### src/rtl/uart_rxm_pkg.sv
// Shared register addresses, status bit positions and receiver states.
package uart_rxm_pkg;
    localparam int REG_W = 16;
    localparam int SRC_N = 6;

    // Status word bit positions; bits 5:0 are interrupt sources.
    localparam int S_RDY  = 0;
    localparam int S_OVR  = 1;
    localparam int S_FRM  = 2;
    localparam int S_PAR  = 3;
    localparam int S_BRK  = 4;
    localparam int S_ANY  = 5;
    localparam int S_TMO  = 6;
    localparam int S_THR  = 7;
    localparam int S_NEMP = 8;

    typedef enum logic [1:0] {
        ADR_DATA = 2'd0,
        ADR_STAT = 2'd1,
        ADR_MASK = 2'd2,
        ADR_DIV  = 2'd3
    } reg_adr_e;

    typedef enum logic [2:0] {
        RX_IDLE  = 3'd0,
        RX_START = 3'd1,
        RX_DATA  = 3'd2,
        RX_STOP  = 3'd3,
        RX_HOLD  = 3'd4
    } rx_state_e;
endpackage

### src/rtl/uart_rxm_baud.sv
// Oversample tick generator: one-cycle tick every 'div' clocks (0 acts as 1).
// Assumes 'restart' pulses when the divisor is rewritten so the new period starts cleanly.
module uart_rxm_baud #(
    parameter int DIV_W = 16
) (
    input  logic             clk,
    input  logic             rst_n,
    input  logic [DIV_W-1:0] div,
    input  logic             restart,
    output logic             tick
);
    logic [DIV_W-1:0] cnt;
    logic [DIV_W-1:0] lim;

    // Terminal count of the period counter.
    always_comb lim = (div == '0) ? '0 : div - DIV_W'(1);

    // Period counter with registered tick.
    always_ff @(posedge clk) begin
        if (!rst_n || restart) begin
            cnt  <= '0;
            tick <= 1'b0;
        end else if (cnt >= lim) begin
            cnt  <= '0;
            tick <= 1'b1;
        end else begin
            cnt  <= cnt + DIV_W'(1);
            tick <= 1'b0;
        end
    end


    tick_spacing_chk: assert property (@(posedge clk) disable iff (!rst_n)
        (tick && div > DIV_W'(1)) |=> !tick);
endmodule

### src/rtl/uart_rxm_deser.sv
// 8N1 deserializer with 16x oversampling. The start bit is confirmed at mid-bit,
// and data and stop bits are sampled at bit centre. Assumes 'rx' is already synchronised.
// Emits one-cycle pulses: byte_ok (good stop), frm_err (low stop), brk (all-low frame).
module uart_rxm_deser
    import uart_rxm_pkg::*;
(
    input  logic       clk,
    input  logic       rst_n,
    input  logic       tick,
    input  logic       rx,
    output logic       byte_ok,
    output logic [7:0] byte_dat,
    output logic       frm_err,
    output logic       brk
);
    rx_state_e  st;
    logic [3:0] os;
    logic [2:0] bit_idx;
    logic [7:0] shf;

    assign byte_dat = shf;

    // Frame state machine, advancing on oversample ticks.
    always_ff @(posedge clk) begin
        if (!rst_n) begin
            st      <= RX_IDLE;
            os      <= '0;
            bit_idx <= '0;
            shf     <= '0;
            byte_ok <= 1'b0;
            frm_err <= 1'b0;
            brk     <= 1'b0;
        end else begin
            byte_ok <= 1'b0;
            frm_err <= 1'b0;
            brk     <= 1'b0;
            if (tick) begin
                case (st)
                    RX_IDLE: begin
                        if (!rx) begin
                            st <= RX_START;
                            os <= '0;
                        end
                    end
                    RX_START: begin
                        if (os == 4'd7) begin
                            os      <= '0;
                            bit_idx <= '0;
                            st      <= rx ? RX_IDLE : RX_DATA;
                        end else begin
                            os <= os + 4'd1;
                        end
                    end
                    RX_DATA: begin
                        if (os == 4'd15) begin
                            os  <= '0;
                            shf <= {rx, shf[7:1]};
                            if (bit_idx == 3'd7) st <= RX_STOP;
                            else                 bit_idx <= bit_idx + 3'd1;
                        end else begin
                            os <= os + 4'd1;
                        end
                    end
                    RX_STOP: begin
                        if (os == 4'd15) begin
                            os <= '0;
                            if (rx) begin
                                byte_ok <= 1'b1;
                                st      <= RX_IDLE;
                            end else begin
                                frm_err <= 1'b1;
                                brk     <= (shf == 8'h00);
                                st      <= RX_HOLD;
                            end
                        end else begin
                            os <= os + 4'd1;
                        end
                    end
                    RX_HOLD: begin
                        if (rx) st <= RX_IDLE;
                    end
                    default: st <= RX_IDLE;
                endcase
            end
        end
    end


    good_stop_chk: assert property (@(posedge clk) disable iff (!rst_n)
        byte_ok |-> ($past(rx) && $past(tick)));

    low_stop_chk: assert property (@(posedge clk) disable iff (!rst_n)
        frm_err |-> (!$past(rx) && !byte_ok));
endmodule

### src/rtl/uart_rxm_fifo.sv
// Byte FIFO with occupancy count. A push while full is refused (the caller flags overrun).
// Assumes DEPTH is a power of two of at least 2.
module uart_rxm_fifo #(
    parameter  int DEPTH = 64,
    localparam int AW    = $clog2(DEPTH),
    localparam int CW    = AW + 1
) (
    input  logic          clk,
    input  logic          rst_n,
    input  logic          push,
    input  logic [7:0]    din,
    input  logic          pop,
    output logic [7:0]    dout,
    output logic [CW-1:0] used,
    output logic          full,
    output logic          empty
);
    logic [7:0]    mem [DEPTH];
    logic [AW-1:0] wp;
    logic [AW-1:0] rp;
    logic          do_push;
    logic          do_pop;

    assign full    = (used == CW'(DEPTH));
    assign empty   = (used == '0);
    assign do_push = push && !full;
    assign do_pop  = pop && !empty;
    assign dout    = mem[rp];

    // Storage write.
    always_ff @(posedge clk) begin
        if (do_push) mem[wp] <= din;
    end

    // Pointer and occupancy update.
    always_ff @(posedge clk) begin
        if (!rst_n) begin
            wp   <= '0;
            rp   <= '0;
            used <= '0;
        end else begin
            if (do_push) wp <= (wp == AW'(DEPTH - 1)) ? '0 : wp + AW'(1);
            if (do_pop)  rp <= (rp == AW'(DEPTH - 1)) ? '0 : rp + AW'(1);
            case ({do_push, do_pop})
                2'b10:   used <= used + CW'(1);
                2'b01:   used <= used - CW'(1);
                default: used <= used;
            endcase
        end
    end


    full_refuse_chk: assert property (@(posedge clk) disable iff (!rst_n)
        (push && full) |=> (used <= $past(used)));

    pop_count_chk: assert property (@(posedge clk) disable iff (!rst_n)
        (pop && !empty && !push) |=> (used == $past(used) - CW'(1)));
endmodule

### src/rtl/uart_rxm_timeout.sv
// Free-running idle timer advancing on 'en'. At terminal count (top bit set) it
// clears itself if the FIFO is empty. Otherwise it holds and raises 'flag' until emptiness is seen.
module uart_rxm_timeout #(
    parameter int TO_BITS = 15
) (
    input  logic clk,
    input  logic rst_n,
    input  logic en,
    input  logic empty,
    output logic flag
);
    logic [TO_BITS-1:0] cnt;
    logic               at_term;

    assign at_term = cnt[TO_BITS-1];

    // Counter and flag, updated only on enabled cycles.
    always_ff @(posedge clk) begin
        if (!rst_n) begin
            cnt  <= '0;
            flag <= 1'b0;
        end else if (en) begin
            if (at_term) begin
                if (empty) begin
                    cnt  <= '0;
                    flag <= 1'b0;
                end else begin
                    flag <= 1'b1;
                end
            end else begin
                cnt  <= cnt + TO_BITS'(1);
                flag <= 1'b0;
            end
        end
    end


    run_low_chk: assert property (@(posedge clk) disable iff (!rst_n)
        (en && !at_term) |=> !flag);

    hold_high_chk: assert property (@(posedge clk) disable iff (!rst_n)
        (en && at_term && !empty) |=> (flag && at_term));

    empty_clear_chk: assert property (@(posedge clk) disable iff (!rst_n)
        (en && at_term && empty) |=> (!flag && cnt == '0));

    idle_keep_chk: assert property (@(posedge clk) disable iff (!rst_n)
        !en |=> $stable(flag));
endmodule

### src/rtl/uart_rx_irqmod.sv
// UART receive path with moderated interrupt: synchroniser, tick generator,
// deserializer, FIFO, timeout timer, sticky status, enables and register port.
// Assumes DIV_W <= 16, DEPTH a power of two, 1 <= THRESH <= DEPTH.
module uart_rx_irqmod
    import uart_rxm_pkg::*;
#(
    parameter  int DIV_W   = 16,
    parameter  int DIV_RST = 68,
    parameter  int DEPTH   = 64,
    parameter  int THRESH  = DEPTH / 2,
    parameter  int TO_BITS = 15,
    localparam int CW      = $clog2(DEPTH) + 1
) (
    input  logic        clk,
    input  logic        rst_n,
    input  logic        rxd,
    input  logic [1:0]  bus_adr,
    input  logic        bus_wr,
    input  logic        bus_rd,
    input  logic [15:0] bus_wdat,
    output logic [15:0] bus_rdat,
    output logic        irq
);
    logic             rx_m, rx_s;
    logic [DIV_W-1:0] div_q;
    logic [SRC_N-1:0] mask_q;
    logic             tick;
    logic             byte_ok, frm_ev, brk_ev;
    logic [7:0]       byte_dat;
    logic [7:0]       fifo_dout;
    logic [CW-1:0]    fifo_used;
    logic             fifo_full, fifo_empty;
    logic             tmo_flag;
    logic             sts_ovr, sts_frm, sts_brk;
    logic             thr, rdy, par;
    logic [SRC_N-1:0] src;
    logic [REG_W-1:0] stat_w;
    logic             wr_div, wr_stat, wr_mask, rd_data;

    assign wr_div  = bus_wr && (reg_adr_e'(bus_adr) == ADR_DIV);
    assign wr_stat = bus_wr && (reg_adr_e'(bus_adr) == ADR_STAT);
    assign wr_mask = bus_wr && (reg_adr_e'(bus_adr) == ADR_MASK);
    assign rd_data = bus_rd && (reg_adr_e'(bus_adr) == ADR_DATA);

    // Two-flop synchroniser for the serial line, idle high.
    always_ff @(posedge clk) begin
        if (!rst_n) begin
            rx_m <= 1'b1;
            rx_s <= 1'b1;
        end else begin
            rx_m <= rxd;
            rx_s <= rx_m;
        end
    end

    // Divisor and enable registers.
    always_ff @(posedge clk) begin
        if (!rst_n) begin
            div_q  <= DIV_W'(DIV_RST);
            mask_q <= '0;
        end else begin
            if (wr_div)  div_q  <= bus_wdat[DIV_W-1:0];
            if (wr_mask) mask_q <= bus_wdat[SRC_N-1:0];
        end
    end

    uart_rxm_baud #(.DIV_W(DIV_W)) u_baud (
        .clk(clk), .rst_n(rst_n), .div(div_q), .restart(wr_div), .tick(tick)
    );

    uart_rxm_deser u_deser (
        .clk(clk), .rst_n(rst_n), .tick(tick), .rx(rx_s),
        .byte_ok(byte_ok), .byte_dat(byte_dat), .frm_err(frm_ev), .brk(brk_ev)
    );

    uart_rxm_fifo #(.DEPTH(DEPTH)) u_fifo (
        .clk(clk), .rst_n(rst_n), .push(byte_ok), .din(byte_dat), .pop(rd_data),
        .dout(fifo_dout), .used(fifo_used), .full(fifo_full), .empty(fifo_empty)
    );

    uart_rxm_timeout #(.TO_BITS(TO_BITS)) u_tmo (
        .clk(clk), .rst_n(rst_n), .en(tick), .empty(fifo_empty), .flag(tmo_flag)
    );

    // Sticky error bits: a new event wins over a same-cycle clear.
    always_ff @(posedge clk) begin
        if (!rst_n) begin
            sts_ovr <= 1'b0;
            sts_frm <= 1'b0;
            sts_brk <= 1'b0;
        end else begin
            sts_ovr <= (byte_ok && fifo_full) || (sts_ovr && !(wr_stat && bus_wdat[S_OVR]));
            sts_frm <= frm_ev || (sts_frm && !(wr_stat && bus_wdat[S_FRM]));
            sts_brk <= brk_ev || (sts_brk && !(wr_stat && bus_wdat[S_BRK]));
        end
    end

    // Source vector and status word.
    always_comb begin
        thr        = (fifo_used >= CW'(THRESH));
        rdy        = thr || tmo_flag;
        par        = 1'b0;
        src        = '0;
        src[S_RDY] = rdy;
        src[S_OVR] = sts_ovr;
        src[S_FRM] = sts_frm;
        src[S_PAR] = par;
        src[S_BRK] = sts_brk;
        src[S_ANY] = sts_ovr || sts_frm || par || sts_brk;
        stat_w          = '0;
        stat_w[SRC_N-1:0] = src;
        stat_w[S_TMO]   = tmo_flag;
        stat_w[S_THR]   = thr;
        stat_w[S_NEMP]  = !fifo_empty;
    end

    // Registered interrupt request.
    always_ff @(posedge clk) begin
        if (!rst_n) irq <= 1'b0;
        else        irq <= |(src & mask_q);
    end

    // Registered read data.
    always_ff @(posedge clk) begin
        if (!rst_n) begin
            bus_rdat <= '0;
        end else if (bus_rd) begin
            case (reg_adr_e'(bus_adr))
                ADR_DATA: bus_rdat <= {7'd0, !fifo_empty, fifo_empty ? 8'h00 : fifo_dout};
                ADR_STAT: bus_rdat <= stat_w;
                ADR_MASK: bus_rdat <= REG_W'(mask_q);
                ADR_DIV:  bus_rdat <= REG_W'(div_q);
                default:  bus_rdat <= '0;
            endcase
        end
    end


    ovr_set_chk: assert property (@(posedge clk) disable iff (!rst_n)
        (byte_ok && fifo_full) |=> sts_ovr);

    brk_with_frm_chk: assert property (@(posedge clk) disable iff (!rst_n)
        $rose(sts_brk) |-> sts_frm);
endmodule

### config.mk
export PLATFORM = sky130hd
export DESIGN_NAME = uart_rx_irqmod
export DESIGN_NICKNAME = d
export VERILOG_FILES = /design/src/rtl/uart_rxm_pkg.sv /design/src/rtl/uart_rxm_baud.sv /design/src/rtl/uart_rxm_deser.sv /design/src/rtl/uart_rxm_fifo.sv /design/src/rtl/uart_rxm_timeout.sv /design/src/rtl/uart_rx_irqmod.sv
export SDC_FILE = /design/constraint.sdc
export NUM_CORES = 1
export LEC_CHECK = 0
export BUFFER_PORTS_ARGS = -buffer_cell sky130_fd_sc_hd__buf_2
export CORE_MARGIN = 3
export CORE_UTILIZATION = 50
export CTS_CLUSTER_SIZE = 20
export DETAILED_ROUTE_END_ITERATION = 6
export PLACE_DENSITY = 0.64
export SYNTH_ARGS = -nofsm -noshare
export SYNTH_HDL_FRONTEND = slang
export SYNTH_SLANG_ARGS = --single-unit
### constraint.sdc
create_clock -name clk -period 5.05 [get_ports clk]
set_input_delay 0.2525 -clock clk [delete_from_list [all_inputs] [get_ports clk]]
set_output_delay 0.2525 -clock clk [all_outputs]
set_load 0.01 [all_outputs]
==> metrics.md <==
| Metric | Value |
|---|---|
| Non-filler cells in the finished layout | 2,402 |
| First-pass GRT wire length | 90.5 mm |
| Worst Path Max Fanout | 17 |
| Area leader, netlist | edfxtp_1 |
| Top cells by area, synth | edfxtp_1, mux4_2, dfxtp_1, nor2_1, nand2_1 |
| Leak Pwr | 9.41 nW |
| Post-Syn Nets | 1,674 |
| Number of H-tree levels | 3 |
| Root Buffer | clkbuf_16 |
| Max Slew Vio Count | 0 |
| Dpl hpwl | 36.9 mm |
| Layout cell share with drive strength beyond 1 | 0.180 |
| Clk_skew | 16.8 ps |
| Post-synthesis cell area | 25,900 um2 |
| Critical Path End Type | flop |
| Gate Count Post-Synth | 1,619 |
| Placed Cells | 2,270 |
| CTS tree | done |
| Synth top area share | 0.593 |
| Final Hold Fails | 0 |
| Largest net degree at the start of global routing | 68 |
| Post-CTS sizing | 0 |
| Pwr dens | 359 nW/um2 |
| Number of synthesized flops with an enable pin | 512 |
| I/O Buffers | 39 |
| Post-route cell area | 29,100 um2 |
| Die Width | 234 um |
| Synth unique cells | 66 |
| Antenna Cells | 0 |
| Initial DRC count | 1,444 |
| Drt drc | 0 |
| Crit path time final | 3830 ps |
| Setup TNS | 0 ps |
| Vias in the first global route | 14,400 |
| Final nets | 1,738 |
| GR Overflow Total | 0 |
| Core area | 50,700 um2 |
| Crit-path cells | or4_1 -> nor4_1 -> nand4_1 -> and2_1 -> ha_1 -> nand2b_1 -> a21o_1 -> a21oi_1 -> o21ai_0 -> a41o_1 -> nor3_1 |
| Max incr delay on CP | 620 ps |
| Average size of a mapped cell | 16.0 um2 |
| Top FF cell, synth | edfxtp_1 |
| Drt via density | 6.07 |
| Commonest non-fill, non-tap cell in the layout | edfxtp_1 |
| Clk Latency, worst-skew pair | 600 ps |
| Peak supply drop | 0.217 mV |
| Critical Path RT | 5550 ps |
| Sequential area share after synthesis | 0.688 |
| Worst-path clk slew | 60 ps |
| Yosys warns | 0 |
| Total Die Area | 54,700 um2 |
| Max clock buf depth | 3 |
| Status | complete, no violations |
| Hold WS | 72.7 ps |
| CTS Sinks | 635 |
| Min-Delay Path Class | in -> reg |
| Critical setup path kind | reg -> reg |
| Most frequent cells in the layout | edfxtp_1, mux4_2, nor2_1, dfxtp_1, nand2_1 |
| Max Fclk | 261 MHz |
| Pre-Repair DR Iteration Count | 5 |
| Dpl cell area | 26,800 um2 |
| Vert. Die Dim | 234 um |
| Initial antenna violation count | 0 |
| WL final | 59.9 mm |
| Via count | 14,600 |
| I/O pin count | 40 |
| Worst Path Arrival | 4330 ps |
| CP max-delay cell | or4_1 |
| GPL Wtd Cong | 0.847 |
| Ratio of final minimum period to clock period | 0.759 |
| Max Cap Viol | 0 |
| Slew headroom | 0.333 |
| # rows | 82 |
| # fillers | 3,862 |
| Antenna-violating nets left | 0 |
| DR WL/cell | 25.0 um |
| Fin util | 0.574 |
| Unrepaired setup endpoints after global routing | false |
| Synth async-reset ratio | 0 |
| GRT Overall Usage | 0.224 |
| Area growth, synth to finish | 12.2% |
| #FFs+latches synth | 635 |
| Initial Utilization | 0.512 |
| Slew @ Worst Pin | 996 ps |
| Setup violators final | 0 |
| Critical Path Source Type | flop |
| CTS buffer count | 66 |
==> synthesized netlist by cell type, types with 16 or more instances <==
library cell  count
a21boi_0         27
a21oi_1          22
buf_2            22
clkbuf_1         51
dfxtp_1         123
edfxtp_1        512
ha_1             31
inv_1            20
mux2i_1          38
mux4_2          132
nand2_1         110
nand3_1          47
nand3b_1         16
nor2_1          117
nor2b_1          31
nor3_1           29
o21ai_0          34
o22ai_1          22
xnor2_1          17
xor2_1           29
==> per-layer routing <==
metal / share of wire / wire length (um) / GRT usage
met1: 0.43 / 25600 / 0.318
met4: 0.024 / 1450 / 0.0706
met5: 0 / 0 / 0
met3: 0.071 / 4230 / 0.0426
met2: 0.48 / 28700 / 0.355
==> worst paths after layout <==
check	from	endpoint	slack [ps]	cells after the start
worst max-delay path	div_q[8]$_SDFFE_PN0P_	u_baud.cnt[13]$_SDFF_PP0_	1220	11
worst max register to register	div_q[8]$_SDFFE_PN0P_	u_baud.cnt[13]$_SDFF_PP0_	1220	11
worst min register to register	rx_m$_SDFF_PN1_	rx_s$_SDFF_PN1_	420	1
worst min-delay path	bus_wr	sts_frm$_SDFF_PN0_	70	4
==> worst max-delay path, delay by kind of cell, from the launching register on <==
| kind | cells | cell delay [ps] |
|---|---|---|
| AO/OA/AOI/OAI | 4 | 860 |
| flip-flops | 1 | 370 |
| AND/OR/NAND/NOR | 6 | 2260 |
| adder cells (fa/ha/maj) | 1 | 260 |
==> cell type report <==
type	instances	area [um2]	share of cell area
Clock inverter	25	254	0.00873
Clock buffer	90	1850	0.0634
Timing Repair Buffer	78	568	0.0195
Multi-Input combinational cell	880	7660	0.263
Sequential cell	635	17900	0.613
Inverter	22	82.6	0.00284
Tap cell	672	841	0.0289
==> report_power, final <==
group | internal [mW] | switching [mW]
clock | 2.77 | 1.96
sequential | 5.58 | 0.0159
combinational | 0.0553 | 0.0738
total | 8.41 | 2.05
==> what timing repair did <==
action	4_1_cts	5_1_grt
hold buffers	17	0
hold endpoints to repair	23	0
endpoints found under the setup margin	0	0
buffers inserted	0	0
==> state kept, by name (all words and copies together) (netlist names), 3 cells and up, named ones only <==
name,cells
u_deser.byte_dat,8
bus_rdat,16
u_fifo.mem,512
u_fifo.wp,6
u_deser.bit_idx,3
u_fifo.rp,6
u_tmo.cnt,15
u_deser.os,4
u_baud.cnt,16
div_q,16
mask_q,6
u_deser.st,3
u_fifo.used,7
==> per-stage QoR <==
stage | power (mW) | worst slack (ps)
2_1_floorplan | 5.79 | 1600
3_3_place_gp | 5.83 | 1340
3_5_place_dp | 5.83 | 1250
4_1_cts | 10.6 | 1220
5_1_grt | 10.8 | 914
6_report | 10.5 | 1220
==> cells by family (layout without fill, tap and decap cells) <==
| logic type | after synthesis | in the layout | share of synthesized area |
|---|---|---|---|
| buffers and inverters | 104 | 215 | 0.0172 |
| AND/OR/NAND/NOR | 449 | 449 | 0.0853 |
| multiplexers | 175 | 175 | 0.131 |
| XOR/XNOR | 46 | 46 | 0.0155 |
| AO/OA/AOI/OAI | 178 | 178 | 0.0473 |
| adder cells (fa/ha/maj) | 32 | 32 | 0.0157 |
| flip-flops | 635 | 635 | 0.688 |
No activity file was read; power rests on OpenSTA's default activity.
